==> src/rtl/iwt_pkg.sv <==
package iwt_pkg;

  localparam int unsigned IWT_RD_W    = 2;
  localparam int unsigned IWT_PEND_IX = 0;
  localparam int unsigned IWT_EN_IX   = 1;

  // True when decrementing the value by one changes the chosen bit.
  function automatic logic tap_flips(input logic [31:0] value, input int unsigned tap);
    logic [31:0] dec;
    dec = value - 32'd1;
    return value[tap] != dec[tap];
  endfunction

  // Next counter value for a down counter that steps only on a tick.
  function automatic logic [31:0] step_down(input logic [31:0] value, input logic tick);
    return tick ? (value - 32'd1) : value;
  endfunction

endpackage

==> src/rtl/iwt_counter.sv <==
module iwt_counter #(
  parameter int unsigned CNT_W       = 16,
  parameter logic [CNT_W-1:0] START_VALUE = '0
) (
  input  logic             clk_i,
  input  logic             rst_ni,
  input  logic             tick_i,
  output logic [CNT_W-1:0] count_o
);
  import iwt_pkg::*;

  logic [CNT_W-1:0] count_q;
  logic [31:0]      next_wide;

  always_comb next_wide = step_down(32'(count_q), tick_i);

  always_ff @(posedge clk_i or negedge rst_ni) begin
    if (!rst_ni) count_q <= START_VALUE;
    else         count_q <= next_wide[CNT_W-1:0];
  end

  assign count_o = count_q;

  // one step down per tick, wrapping
  a_r2_step_on_tick: assert property (@(posedge clk_i) disable iff (!rst_ni)
    tick_i |=> (count_o == CNT_W'($past(count_o) - 1'b1)));

  // no movement without a tick
  a_r2_hold_idle: assert property (@(posedge clk_i) disable iff (!rst_ni)
    !tick_i |=> $stable(count_o));

endmodule

==> src/rtl/iwt_toggle_detect.sv <==
module iwt_toggle_detect #(
  parameter int unsigned CNT_W = 16,
  parameter int unsigned TAP   = 12
) (
  input  logic             clk_i,
  input  logic             rst_ni,
  input  logic             tick_i,
  input  logic [CNT_W-1:0] count_i,
  output logic             toggle_o,
  output logic             wake_o
);
  import iwt_pkg::*;

  logic wake_q;

  always_comb toggle_o = tick_i && tap_flips(32'(count_i), TAP);

  always_ff @(posedge clk_i or negedge rst_ni) begin
    if (!rst_ni) wake_q <= 1'b0;
    else         wake_q <= toggle_o;
  end

  assign wake_o = wake_q;

  // a flagged event really changes the tap bit at that edge
  a_r3_tap_changes: assert property (@(posedge clk_i) disable iff (!rst_ni)
    toggle_o |=> (count_i[TAP] != $past(count_i[TAP])));

  // wake pulse lasts a single cycle
  a_r4_wake_single: assert property (@(posedge clk_i) disable iff (!rst_ni)
    wake_o |=> !wake_o);

  // every event produces a wake pulse
  a_r4_wake_follows: assert property (@(posedge clk_i) disable iff (!rst_ni)
    toggle_o |=> wake_o);

endmodule

==> src/rtl/iwt_flags.sv <==
module iwt_flags
  import iwt_pkg::*;
(
  input  logic                clk_i,
  input  logic                rst_ni,
  input  logic                event_i,
  input  logic                wr_i,
  input  logic [IWT_RD_W-1:0] wdata_i,
  output logic [IWT_RD_W-1:0] rdata_o,
  output logic                irq_o
);

  logic pend_q, en_q;
  logic clear_req;

  always_comb clear_req = wr_i && !wdata_i[IWT_PEND_IX];

  always_ff @(posedge clk_i or negedge rst_ni) begin
    if (!rst_ni) begin
      pend_q <= 1'b0;
      en_q   <= 1'b0;
    end else begin
      if (event_i)        pend_q <= 1'b1;
      else if (clear_req) pend_q <= 1'b0;
      if (wr_i)           en_q   <= wdata_i[IWT_EN_IX];
    end
  end

  always_comb begin
    rdata_o              = '0;
    rdata_o[IWT_PEND_IX] = pend_q;
    rdata_o[IWT_EN_IX]   = en_q;
  end

  assign irq_o = pend_q & en_q;

  // an event always leaves the flag set, even against a clear
  a_r3_pend_set: assert property (@(posedge clk_i) disable iff (!rst_ni)
    event_i |=> rdata_o[IWT_PEND_IX]);

  // a clear without an event drops the flag
  a_r6_clear: assert property (@(posedge clk_i) disable iff (!rst_ni)
    (wr_i && !wdata_i[IWT_PEND_IX] && !event_i) |=> !rdata_o[IWT_PEND_IX]);

  // the flag never rises without an event
  a_r6_no_sw_set: assert property (@(posedge clk_i) disable iff (!rst_ni)
    !event_i |=> !$rose(rdata_o[IWT_PEND_IX]));

  // enable takes the written value
  a_r7_enable_load: assert property (@(posedge clk_i) disable iff (!rst_ni)
    wr_i |=> (rdata_o[IWT_EN_IX] == $past(wdata_i[IWT_EN_IX])));

endmodule

==> src/rtl/iwt_idle_wake_timer.sv <==
module iwt_idle_wake_timer #(
  parameter int unsigned CNT_W       = 16,
  parameter int unsigned TAP         = 12,
  parameter logic [CNT_W-1:0] START_VALUE = '0
) (
  input  logic       clk_i,
  input  logic       rst_ni,
  input  logic       tick_i,
  input  logic       reg_wr_i,
  input  logic [1:0] reg_wdata_i,
  output logic [1:0] reg_rdata_o,
  output logic       irq_o,
  output logic       wake_o
);
  import iwt_pkg::*;

  logic [CNT_W-1:0] count_w;
  logic             tap_event_w;

  iwt_counter #(.CNT_W(CNT_W), .START_VALUE(START_VALUE)) u_counter (
    .clk_i   (clk_i),
    .rst_ni  (rst_ni),
    .tick_i  (tick_i),
    .count_o (count_w)
  );

  iwt_toggle_detect #(.CNT_W(CNT_W), .TAP(TAP)) u_detect (
    .clk_i    (clk_i),
    .rst_ni   (rst_ni),
    .tick_i   (tick_i),
    .count_i  (count_w),
    .toggle_o (tap_event_w),
    .wake_o   (wake_o)
  );

  iwt_flags u_flags (
    .clk_i   (clk_i),
    .rst_ni  (rst_ni),
    .event_i (tap_event_w),
    .wr_i    (reg_wr_i),
    .wdata_i (reg_wdata_i),
    .rdata_o (reg_rdata_o),
    .irq_o   (irq_o)
  );

  // a write never moves the counter on a cycle without a tick
  a_r8_write_no_count: assert property (@(posedge clk_i) disable iff (!rst_ni)
    (reg_wr_i && !tick_i) |=> $stable(count_w));

  // interrupt needs the enable
  a_r5_irq_gated: assert property (@(posedge clk_i) disable iff (!rst_ni)
    !reg_rdata_o[IWT_EN_IX] |-> !irq_o);

endmodule

==> config.mk <==
export PLATFORM = sky130hd
export DESIGN_NAME = iwt_idle_wake_timer
export DESIGN_NICKNAME = d
export VERILOG_FILES = /design/src/rtl/iwt_pkg.sv /design/src/rtl/iwt_counter.sv /design/src/rtl/iwt_toggle_detect.sv /design/src/rtl/iwt_flags.sv /design/src/rtl/iwt_idle_wake_timer.sv
export SDC_FILE = /design/constraint.sdc
export NUM_CORES = 1
export LEC_CHECK = 0
export ABC_AREA = 1
export BUFFER_PORTS_ARGS = -buffer_cell sky130_fd_sc_hd__buf_2
export CORE_ASPECT_RATIO = 1.1
export CORE_MARGIN = 3
export CORE_UTILIZATION = 30
export CTS_CLUSTER_DIAMETER = 100
export DETAILED_ROUTE_END_ITERATION = 12
export SETUP_SLACK_MARGIN = 0.1
export SLEW_MARGIN = 30
export SYNTH_ARGS = -nofsm -noshare
export SYNTH_HDL_FRONTEND = slang
export SYNTH_SLANG_ARGS = --single-unit
==> constraint.sdc <==
create_clock -name clk_i -period 1.35 [get_ports clk_i]
set_input_delay 0.0675 -clock clk_i [delete_from_list [all_inputs] [get_ports clk_i]]
set_output_delay 0.0675 -clock clk_i [all_outputs]
set_load 0.01 [all_outputs]
# Word level (Yosys, flattened, before mapping)
# Index checks and enable logic that the tools add are counted.
# classes
eq_ne	1
reduce_logical	4
bitwise_logic	1
muxes	2
add_sub_neg	1
# op_table
op	count
$sub 16x1->16 const B	1
$logic_and 1x1->1	2
$mux 1	2
$reduce_bool 2->1	1
$and 1x1->1	1
$logic_not 1->1	1
$ne 1x1->1	1
# word_totals
register_bits	19
out_inout_bits	4

# Depth between registers and ports, before layout
# Gate-level depths: netlist of run 1.
# logic_depth
ltp_word	4
ltp_mapped	7

# By module
# Synthesis of run 1 repeated with hierarchy kept, for this count alone.
# unflattened
hier_cells	136
area_unflattened_um2	1086.0
# modules_own_cells
mod	n_inst	area_per_inst_um2	cells_per_inst	seq_area_each_um2
iwt_counter	1	885.8	103	400.4
iwt_flags	1	103.8	14	50.0
iwt_toggle_detect	1	96.3	19	25.0

# Worst setup path before layout of run 1
# Ideal clock, no wire load.
# synth_path
path_type	register -> register
startpoint	register u_counter.count_q[0] (netlist: u_counter.count_o[0])
endpoint	register u_counter.count_q[10] (netlist: u_counter.count_o[10])
required_time_ns	1.230
arrival_time_ns	1.030
setup_time_ns	0.120
stages_incl_launch_ff	8
slack_ns	0.200
synth_period_minus_slack_ns	1.150
path_cell_list	dfrtp_1 inv_1 ha_1 nand2_2 inv_2 nand3_2 o21ai_1 nand2_1
# synth_via
elab_chain_cells	1
# synth_lines
item	line	rtl
start: declaration	iwt_counter.sv:12	logic [CNT_W-1:0] count_q;
start signal: assignment	iwt_counter.sv:19	else count_q <= next_wide[CNT_W-1:0];
$sub 16x1->16	--	
# Every way passes these cells.
# A chain may end at the register's enable or synchronous reset.

==> results of run 1 <==
metrics by stage:
stage / util (%) / total power [W]
3_5_place_dp: 34.8 / 0.00149
6_report: 38.6 / 0.00180
2_1_floorplan: - / 0.00132
4_1_cts: 37.3 / 0.00177
5_1_grt: 38.6 / 0.00201
3_3_place_gp: 34.8 / 0.00146
kinds of logic (layout without fill, tap and decap cells):
family | count (synthesis) | in the layout | synth area share, %
and+or+nand+nor | 60 | 60 | 35.7
buffers and inverters | 17 | 32 | 8.74
DFF | 15 | 15 | 46.0
AOI/OAI and AO/OA | 6 | 6 | 3.68
xor gates and xnor gates | 4 | 4 | 4.29
adders and majority gates | 1 | 1 | 1.53
cell type report:
class / instances / area share [%]
Multi-Input combinational cell: 71 / 40.9
Sequential cell: 15 / 38.2
Timing Repair Buffer: 13 / 8.41
Inverter: 15 / 5.73
Tap cell: 31 / 3.95
Clock buffer: 3 / 2.29
Clock inverter: 1 / 0.510
tightest hold or removal path, stage by stage:
cell,delay (ns)
buf_2,0.08
inv_1,0.04
nand2_1,0.05
nand2_1,0.04
Yosys cell counts:
| cell type | number |
|---|---|
| nand2_4 | 1 |
| o21ai_1 | 4 |
| ha_1 | 1 |
| and2_1 | 1 |
| nor2_2 | 4 |
| nand2_1 | 33 |
| nor2_1 | 9 |
| nand2_2 | 2 |
| xor2_1 | 4 |
| nand3_2 | 2 |
| nor3_1 | 1 |
| inv_2 | 2 |
| buf_4 | 2 |
| o21ai_0 | 2 |
| inv_1 | 13 |
| nor2_4 | 3 |
| nand3_1 | 4 |
| dfrtp_1 | 15 |
layer usage:
layer / share of wire, % / GRT usage (%) / vias up / wire (µm)
met5: 0 / 0 / - / 0
met4: 0.33 / 2.08 / 0 / 5
met3: 5.3 / 4.68 / 2 / 80
met2: 49 / 17.4 / 13 / 742
met1: 45 / 14.2 / 306 / 679
li1: - / - / 337 / -
how the worst max path moves through the flow:
stage	endpoint	depth (start not counted)	slack, ns	start
finish	u_flags.en_q	5	0.18	reg_wdata_i[1]
global route	u_counter.count_o[10]	7	0.11	u_counter.count_o[0]
CTS	u_counter.count_o[8]	7	0.14	u_counter.count_o[1]
detailed placement	u_counter.count_o[8]	7	0.11	u_counter.count_o[0]
global placement	u_counter.count_o[8]	7	0.15	u_counter.count_o[0]
floorplan	u_counter.count_o[10]	7	0.20	u_counter.count_o[0]
flip-flops by register name (all words and copies together) (netlist names):
| register | cells |
|---|---|
| u_counter.count_o | 12 |
| u_detect.wake_o | 1 |
| u_flags.en_q | 1 |
| u_flags.pend_q | 1 |
layout by cell type (no fill, tap or decap), types with 2 or more instances in the layout:
master | Yosys | layout
nand2_1 | 33 | 33
dfrtp_1 | 15 | 15
inv_1 | 13 | 12
nor2_1 | 9 | 9
buf_2 | 0 | 9
nor2_2 | 4 | 4
nand3_1 | 4 | 4
xor2_1 | 4 | 4
inv_2 | 2 | 3
nor2_4 | 3 | 3
clkbuf_4 | 0 | 3
dlygate4sd3_1 | 0 | 3
nand2_4 | 1 | 2
o21ai_2 | 0 | 2
o21ai_1 | 4 | 2
o21ai_0 | 2 | 2
power groups by stage:
stage	Combinational, W	Sequential, W	Clock, W
2_1_floorplan	0.000575	0.000740	0
6_report	0.000767	0.000775	0.000254
5_1_grt	0.000915	0.000802	0.000295
3_3_place_gp	0.000692	0.000772	0
4_1_cts	0.000731	0.000766	0.000270
3_5_place_dp	0.000711	0.000778	0
repair_timing:
action	CTS	global route
endpoints found under the hold margin	16	0
hold buffers	3	0
pin swaps	0	2
buffers inserted	1	0
setup endpoints to repair	1	4
gates resized for setup	0	7
==> metrics.txt, run 1 <==
clock sinks=15; VDD IR max=~1.1 mV; Psw=between 0.0007 and 0.0008 W; Hold Violations, Final=0; clk root buf=clkbuf_4; IO Pins=10; Power Dens Cells=1830 mW/mm²; leak pwr=0.520 nW; global-route wire length before repair=around 2900 µm; die width=between 50 and 60 µm; status=completed; HP Class=input port to flip-flop; DPL Wire Length=roughly 1200 µm; Worst Slack Setup Final=0.182 ns; RSZ-0062 raised after global routing=false; 1st-pass router iterations=3; TritonCTS Buffers=3; fin. max-slew vios=0; Die Area=approximately 0.0034 mm²; # rows=19; Hold Crit Depth=4; Synth cell types=18; antenna-violating nets left=0; combinational share of power=a little over two fifths; Final period util=between 80 and 90%; routed via count=658; Fmax=between 800 and 900 MHz; critical-path cell list=dlygate4sd3_1, buf_2, nand2_1, dlygate4sd3_1, nand2_1; CTS H-Tree Depth=1; Design Area, Final=slightly below 0.001 mm²; Total GRT Usage=between 10% and 20%; critical path peak fanout=1; DR iter-0 viols=23; Worst Setup End Kind=flip-flop; I/O Buffers=9; CP max stage delay=around 0.54 ns; worst hold slack=a little under 0.03 ns; Register Area=between 300 and 400 µm²; Final #Nets=approximately 130; largest cells by area after synthesis=dfrtp_1 (46%), nand2_1 (15%), inv_1 (6.0%), xor2_1 (4.3%), nor2_1 (4.1%); max capacitance violation total=0; placer congestion estimate=0.857; worst hold endpoint=u_flags.en_q; CP required=1.54 ns; Layout area overhead=20.4%; share of layout cells above drive strength 1=a little over a quarter; min Tclk post-route=around 1.2 ns; Synth Area per Inst=between 7 and 8 µm²; WL/cell=about 10 µm; Mapped Cells=around 100; Clk pin slew, worst setup/hold paths=roughly 0.090 ns; Post-Syn Area=between 800 and 900 µm²; DP Area=885 µm²; critical path's top delay family=buffers and inverters; internal power=approximately 0.001 W; fin cells=about 150; Critical-path top delay cell=dlygate4sd3_1; DRC Markers=0; sequential-to-total area share from yosys stat=roughly 46%; Max Clock Skew=~0.0056 ns; setup_tns=0 ns; Net Sw Frac=between 40% and 50%; Worst R2R Path Depth=7; Seq cells post-synth=15; critical path launch point type=input port; area of the multi-input gates=402 µm²; largest net degree at the start of global routing=16; GRT overflow=0; Synth area leader=dfrtp_1; yosys warns=0; placed cells=141; clock insertion delay at the later pin of the skew report=roughly 0.29 ns; crit path buf inv count=3; reg2reg end=u_counter.count_o[10]; slack of the worst reg-to-reg path=0.20 ns; hold_sp=reg_wr_i; Via density=about 4.4; Clock Power Share=14.1%; die span in y=between 60 and 70 µm; filler cell count=about 250; Place WS=roughly 0.11 ns; area share of the largest cell type after synthesis=between 40% and 50%; syn_nets=110; Reg power frac=between 40% and 50%; relative slew slack=between 70% and 80%; Starting Density=~32%; Tightest Pin Transition=around 0.33 ns; setup violators final=0; CTS tree=yes; vias in the first global route=between 600 and 700; initial antenna violation count=0; reg2reg start=u_counter.count_o[0]; clk buf depth=2; core box area=approximately 0.0025 mm²; Critical Path AT=about 1.4 ns; CP Class=input port to flip-flop; diode count=0; Post-Route WL=around 1500 µm
Note: power is estimated with default switching activity, not from simulation.
==> run 2, diff against run 1 <==
REMOVE_ABC_BUFFERS = 1   (was not set)
==> run 2 against run 1 <==
Effect of this change:
- non-clock buffer count increased by 2
- critical path depth up 2
- setup slack got worse by 0.026 ns
- sequential power shrank 0.5%
- sequential share of layout area shrank 0.19 points
- global-route usage fell by 0.39 points
- clock skew shrank 0.0010 ns
- wire length rose by 8.0%
- final area up 0.51%
- flip-flop and latch count unchanged
- via count increased by 3.2%
- critical path type is now flip-flop to flip-flop
- largest cell class unchanged
- highest routed layer unchanged
==> metrics.txt, run 2 (synthesis gave the netlist of run 1 again) <==
Die Area=0.00338 mm² (unchanged); clock sinks=15 (unchanged); largest net degree at the start of global routing=16 (unchanged); CTS H-Tree Depth=1 (unchanged); diode count=0 (unchanged); relative slew slack=77.9% (+0.080 points); VDD IR max=0.861 mV (-19%); placed cells=141 (unchanged); Worst Slack Setup Final=0.155 ns (-0.0265 ns); WL/cell=10.8 µm (+6.5%); max reg flops=12 (unchanged); clk buf depth=2 (unchanged); internal power=0.00102 W (+2.0%); most frequent cells in the layout=nand2_1 (33), dfrtp_1 (15), inv_1 (11); Total GRT Usage=10.6% (-0.39 points); global-route wire length before repair=2800 µm (-2.2%); Post-Route WL=1630 µm (+8.0%); die span in y=60.7 µm (unchanged); Tightest Pin Transition=0.331 ns (-0.00120 ns); max capacitance violation total=0 (unchanged); Clock Power Share=14.1% (about the same); core box area=0.00254 mm² (unchanged); antenna-violating nets left=0 (unchanged); setup_tns=0 ns (unchanged); CP Class=flip-flop to flip-flop; Hold Violations, Final=0 (unchanged); commonest non-fill, non-tap cell in the layout=nand2_1; Fmax=837 MHz (-2.2%); setup violators final=0 (unchanged); fin. max-slew vios=0 (unchanged); vias in the first global route=695 (+5.1%); GRT overflow=0 (unchanged); slack of the worst reg-to-reg path=0.16 ns (-0.04 ns); clock insertion delay at the later pin of the skew report=0.29 ns (about the same); Via density=4.50 (+1.8%); Final period util=88.5% (+2.0 points); status=completed; Net Sw Frac=44.0% (-0.20 points); die width=55.7 µm (unchanged); I/O Buffers=9 (unchanged); Starting Density=32.1% (unchanged); min Tclk post-route=1.19 ns (+0.0265 ns); fin cells=151 (+1.3%); RSZ-0062 raised after global routing=false; hold_sp=reg_wdata_i[0]; DPL Wire Length=1170 µm (-4.9%); # rows=19 (unchanged); leak pwr=0.521 nW (+0.20%); TritonCTS Buffers=3 (unchanged); Final #Nets=128 (+1.6%); reg2reg start=u_counter.count_o[1]; critical path launch point type=flip-flop; 1st-pass router iterations=4 (+1); DR iter-0 viols=20 (-13%); combinational share of power=43.6% (+0.9 points); Clk pin slew, worst setup/hold paths=0.09 ns (about the same); Critical Path AT=1.38 ns (+0.03 ns); Layout area overhead=21.0%; CTS tree=yes; Max Clock Skew=0.00459 ns (-0.00101 ns); worst setup path start=u_counter.count_o[1]; DRC Markers=0 (unchanged); CP required=1.53 ns (about the same); IO Pins=10 (unchanged); initial antenna violation count=0 (unchanged); routed via count=679 (+3.2%); Reg power frac=42.2% (-0.9 points); Place WS=0.103 ns (-0.00454 ns); HP Class=input port to flip-flop; Power Dens Cells=1850 mW/mm² (+1.2%); placer congestion estimate=0.871 (+1.6%); Psw=0.000804 W (+1.2%); Worst Setup End Kind=flip-flop; critical path peak fanout=4 (+3); clk root buf=clkbuf_4; share of layout cells above drive strength 1=27.5% (+0.38 points)
==> run 2: power groups by stage <==
stage	Clock, W	Sequential, W	Combinational, W
floorplan	0	0.000743	0.000564
global placement	0	0.000772	0.000688
detailed placement	0	0.000772	0.000704
CTS	0.000258	0.000762	0.000721
global route	0.000285	0.000791	0.000926
finish	0.000258	0.000771	0.000797
==> run 2: worst max-delay path: stages, from the launching register on <==
cell     delay, ns
dfrtp_1       0.41
inv_2         0.10
ha_4          0.14
nand2_2       0.07
inv_2         0.08
nand3_4       0.08
o21ai_1       0.15
nand2_1       0.06
==> run 2: worst paths after layout <==
| kind | to | cells after the start |
|---|---|---|
| min | u_flags.pend_q | 3 |
| min reg2reg | u_counter.count_o[9] | 2 |
| max in group asynchronous | u_counter.count_o[11] | 2 |
| max | u_counter.count_o[10] | 7 |
| max reg2reg | u_counter.count_o[10] | 7 |
| min in group asynchronous | u_detect.wake_o | 2 |
==> run 2: area by class of cell <==
cell class | instances | area (µm²)
multi-input combinational | 71 | 393
clock buffer | 4 | 26.3
sequential | 15 | 375
timing repair buffer | 15 | 97.6
tap | 31 | 38.8
inverter | 15 | 56.3
fill | 258 | 1560
==> run 2: timing repair <==
item | CTS | global route
pin swaps | 0 | 2
hold buffers | 2 | 1
resized for setup | 0 | 6
buffers inserted | 1 | 2
cloned | 0 | 0
endpoints found under the setup margin | 1 | 4
hold endpoints to repair | 16 | 1
==> run 2: per-stage QoR <==
stage / hold WS (ns) / utilization [%] / power [W] / cell area [µm²]
after floorplan: -0.228 / - / 0.00131 / 801
after global placement: -0.0140 / 34.8 / 0.00146 / 885
after detailed placement: -0.0105 / 34.8 / 0.00148 / 885
after CTS: 0.00351 / 36.9 / 0.00174 / 938
after global routing: 0.0440 / 38.8 / 0.00200 / 987
final: 0.0312 / 38.8 / 0.00183 / 987
==> run 2: routing by layer <==
layer  wire length, µm  global-route usage (%)
met5                 0                       0
met4                38                    5.56
met3                47                    2.13
met2               831                    18.6
met1               710                    12.4
==> run 3, diff against run 2 <==
CAP_MARGIN = 20   (was not set)
RECOVER_POWER = 25   (was not set)
==> run 3 against run 2 <==
Effect of this change:
- sequential share of layout area about the same
- critical path depth did not move
- setup slack unchanged
- clock-buffer cell count is the same
- worst hold slack is the same
- register-to-register slack about the same
- via count down 0.29%
- clock power hardly changed
- final area shrank 0.13%
- combinational power is essentially flat
- flip-flop and latch count unchanged
- total power barely moved
==> metrics.txt, run 3 (synthesis gave the netlist of run 1 again) <==
core box area=0.00254 mm² (unchanged); critical-path cell list=inv_2, ha_4, nand2_2, inv_2, nand3_4, o21ai_1, nand2_1; clk buf depth=2 (unchanged); Worst R2R Path Depth=7 (unchanged); worst setup path start=u_counter.count_o[1]; Worst Setup EP=u_counter.count_o[10]; status=completed; clk root buf=clkbuf_4; GRT overflow=0 (unchanged); slack of the worst reg-to-reg path=0.16 ns (about the same); met2 Use GR=18.6% (unchanged); DR iter-0 viols=20 (unchanged); antenna-violating nets left=0 (unchanged); share of layout cells above drive strength 1=26.7% (-0.83 points); TritonCTS Buffers=3 (unchanged); Tot Pwr=0.00183 W (about the same); setup violators final=0 (unchanged); CP most frequent cell=inv_2; Critical Path AT=1.38 ns (about the same); most used routing layer=met2; HP Class=input port to flip-flop; Layout area overhead=20.9%; DPL Wire Length=1170 µm (unchanged); filler cell count=257 (-0.39%); Die Area=0.00338 mm² (unchanged); critical path's top delay family=flip-flops; leak pwr=0.518 nW (-0.53%); CP max stage delay=0.41 ns (about the same); placer congestion estimate=0.871 (unchanged); fin. max-slew vios=0 (unchanged); setup_tns=0 ns (unchanged); reg2reg start=u_counter.count_o[1]; Final period util=88.5% (unchanged); RSZ-0062 raised after global routing=false; CP Class=flip-flop to flip-flop; commonest non-fill, non-tap cell in the layout=nand2_1; met3 Use GR=2.13% (unchanged); reg2reg end=u_counter.count_o[10]; Critical-path top delay cell=dfrtp_1; Tightest Pin Transition=0.790 ns (+0.458 ns); die span in y=60.7 µm (unchanged); IO Pins=10 (unchanged); Starting Density=32.1% (unchanged); most frequent cells in the layout=nand2_1 (33), dfrtp_1 (15), inv_1 (11); Hold Violations, Final=0 (unchanged); clock sinks=15 (unchanged); Crit. path cell count=7 (unchanged); Worst Setup End Kind=flip-flop; # rows=19 (unchanged); critical path launch point type=flip-flop; clock insertion delay at the later pin of the skew report=0.29 ns (about the same); max reg flops=12 (unchanged); Post-Route WL=1630 µm (unchanged); die width=55.7 µm (unchanged); initial antenna violation count=0 (unchanged); Via density=4.48 (-0.29%); critical path peak fanout=4 (unchanged); largest net degree at the start of global routing=16 (unchanged); routed via count=677 (-0.29%); I/O Buffers=9 (unchanged); relative slew slack=47.3% (-31 points); met1 global-route usage=12.4% (unchanged); Clk pin slew, worst setup/hold paths=0.09 ns (about the same); vias in the first global route=695 (unchanged); CTS tree=yes; Max Clock Skew=0.00459 ns (unchanged); CP required=1.53 ns (about the same); Total GRT Usage=10.6% (unchanged); WL/cell=10.8 µm (unchanged); diode count=0 (unchanged); CTS H-Tree Depth=1 (unchanged); crit path buf inv count=2 (unchanged); DRC Markers=0 (unchanged); Final #Nets=128 (unchanged); Power Dens Cells=1850 mW/mm² (+0.10%); 1st-pass router iterations=4 (unchanged); min Tclk post-route=1.19 ns (unchanged); global-route wire length before repair=2800 µm (unchanged); max capacitance violation total=0 (unchanged); Fmax=837 MHz (unchanged); VDD IR max=0.861 mV (about the same)
==> run 3: changes by cell type in the layout (fill, tap and decap cells not counted) <==
cell / before / now
buf_2: 9 / 8
clkbuf_1: 1 / 2
==> run 3: final cells by class <==
cell class | count | area, µm² | area share (%)
clock buffer | 4 | 26.3 | 2.66
inverter | 15 | 56.3 | 5.71
multi-input combinational | 71 | 393 | 39.8
sequential | 15 | 375 | 38.1
tap | 31 | 38.8 | 3.93
timing repair buffer | 15 | 96.3 | 9.77
==> run 3: per-stage QoR <==
stage                     hold slack [ns]  std cells  setup slack (ns)  util [%]  instance area [µm²]
final                              0.0312        151             0.155      38.8                  986
after global routing               0.0440        151            0.0737      38.8                  986
after CTS                         0.00351        148             0.116      36.9                  938
after detailed placement          -0.0105        141             0.103      34.8                  885
after global placement            -0.0140        141             0.146      34.8                  885
after floorplan                    -0.228        101             0.200         -                  801
==> run 3: how the worst min path moves through the flow <==
stage / from / endpoint / slack, ns / depth (start not counted)
global placement: rst_ni / u_detect.wake_o / -0.01 / 1
CTS: reg_wr_i / u_flags.en_q / 0.004 / 3
floorplan: rst_ni / u_counter.count_o[0] / -0.23 / 0
finish: reg_wdata_i[0] / u_flags.pend_q / 0.03 / 3
detailed placement: rst_ni / u_detect.wake_o / -0.01 / 1
global route: reg_wdata_i[0] / u_flags.pend_q / 0.04 / 3
==> run 3: report_power, final <==
| group | total, W | internal [W] | switching (W) |
|---|---|---|---|
| sequential | 0.000771 | 0.000616 | 0.000155 |
| combinational | 0.000796 | 0.000290 | 0.000506 |
| clock | 0.000258 | 0.000115 | 0.000143 |
| total | 0.00183 | 0.00102 | 0.000804 |
==> run 3: what timing repair did <==
| item | in CTS | in global routing |
|---|---|---|
| buffers inserted | 1 | 2 |
| hold buffers | 2 | 1 |
| pin swaps | 0 | 2 |
| hold endpoints to repair | 16 | 1 |
| endpoints found under the setup margin | 1 | 4 |
| gates resized for setup | 0 | 6 |
==> run 3: worst register-to-register path, delay by kind of cell, from the launching register on <==
family	cells	cell delay, ns
DFF	1	0.41
buffers and inverters	2	0.18
adders and majority gates	1	0.14
AOI/OAI and AO/OA	1	0.15
and+or+nand+nor	3	0.21
==> run 3: per-layer routing <==
metal / part of all wire (%) / wire, µm / vias to the layer above
li1: - / - / 345
met1: 44 / 708 / 317
met2: 51 / 833 / 10
met3: 2.9 / 47 / 5
met4: 2.3 / 38 / 0
met5: 0 / 0 / -
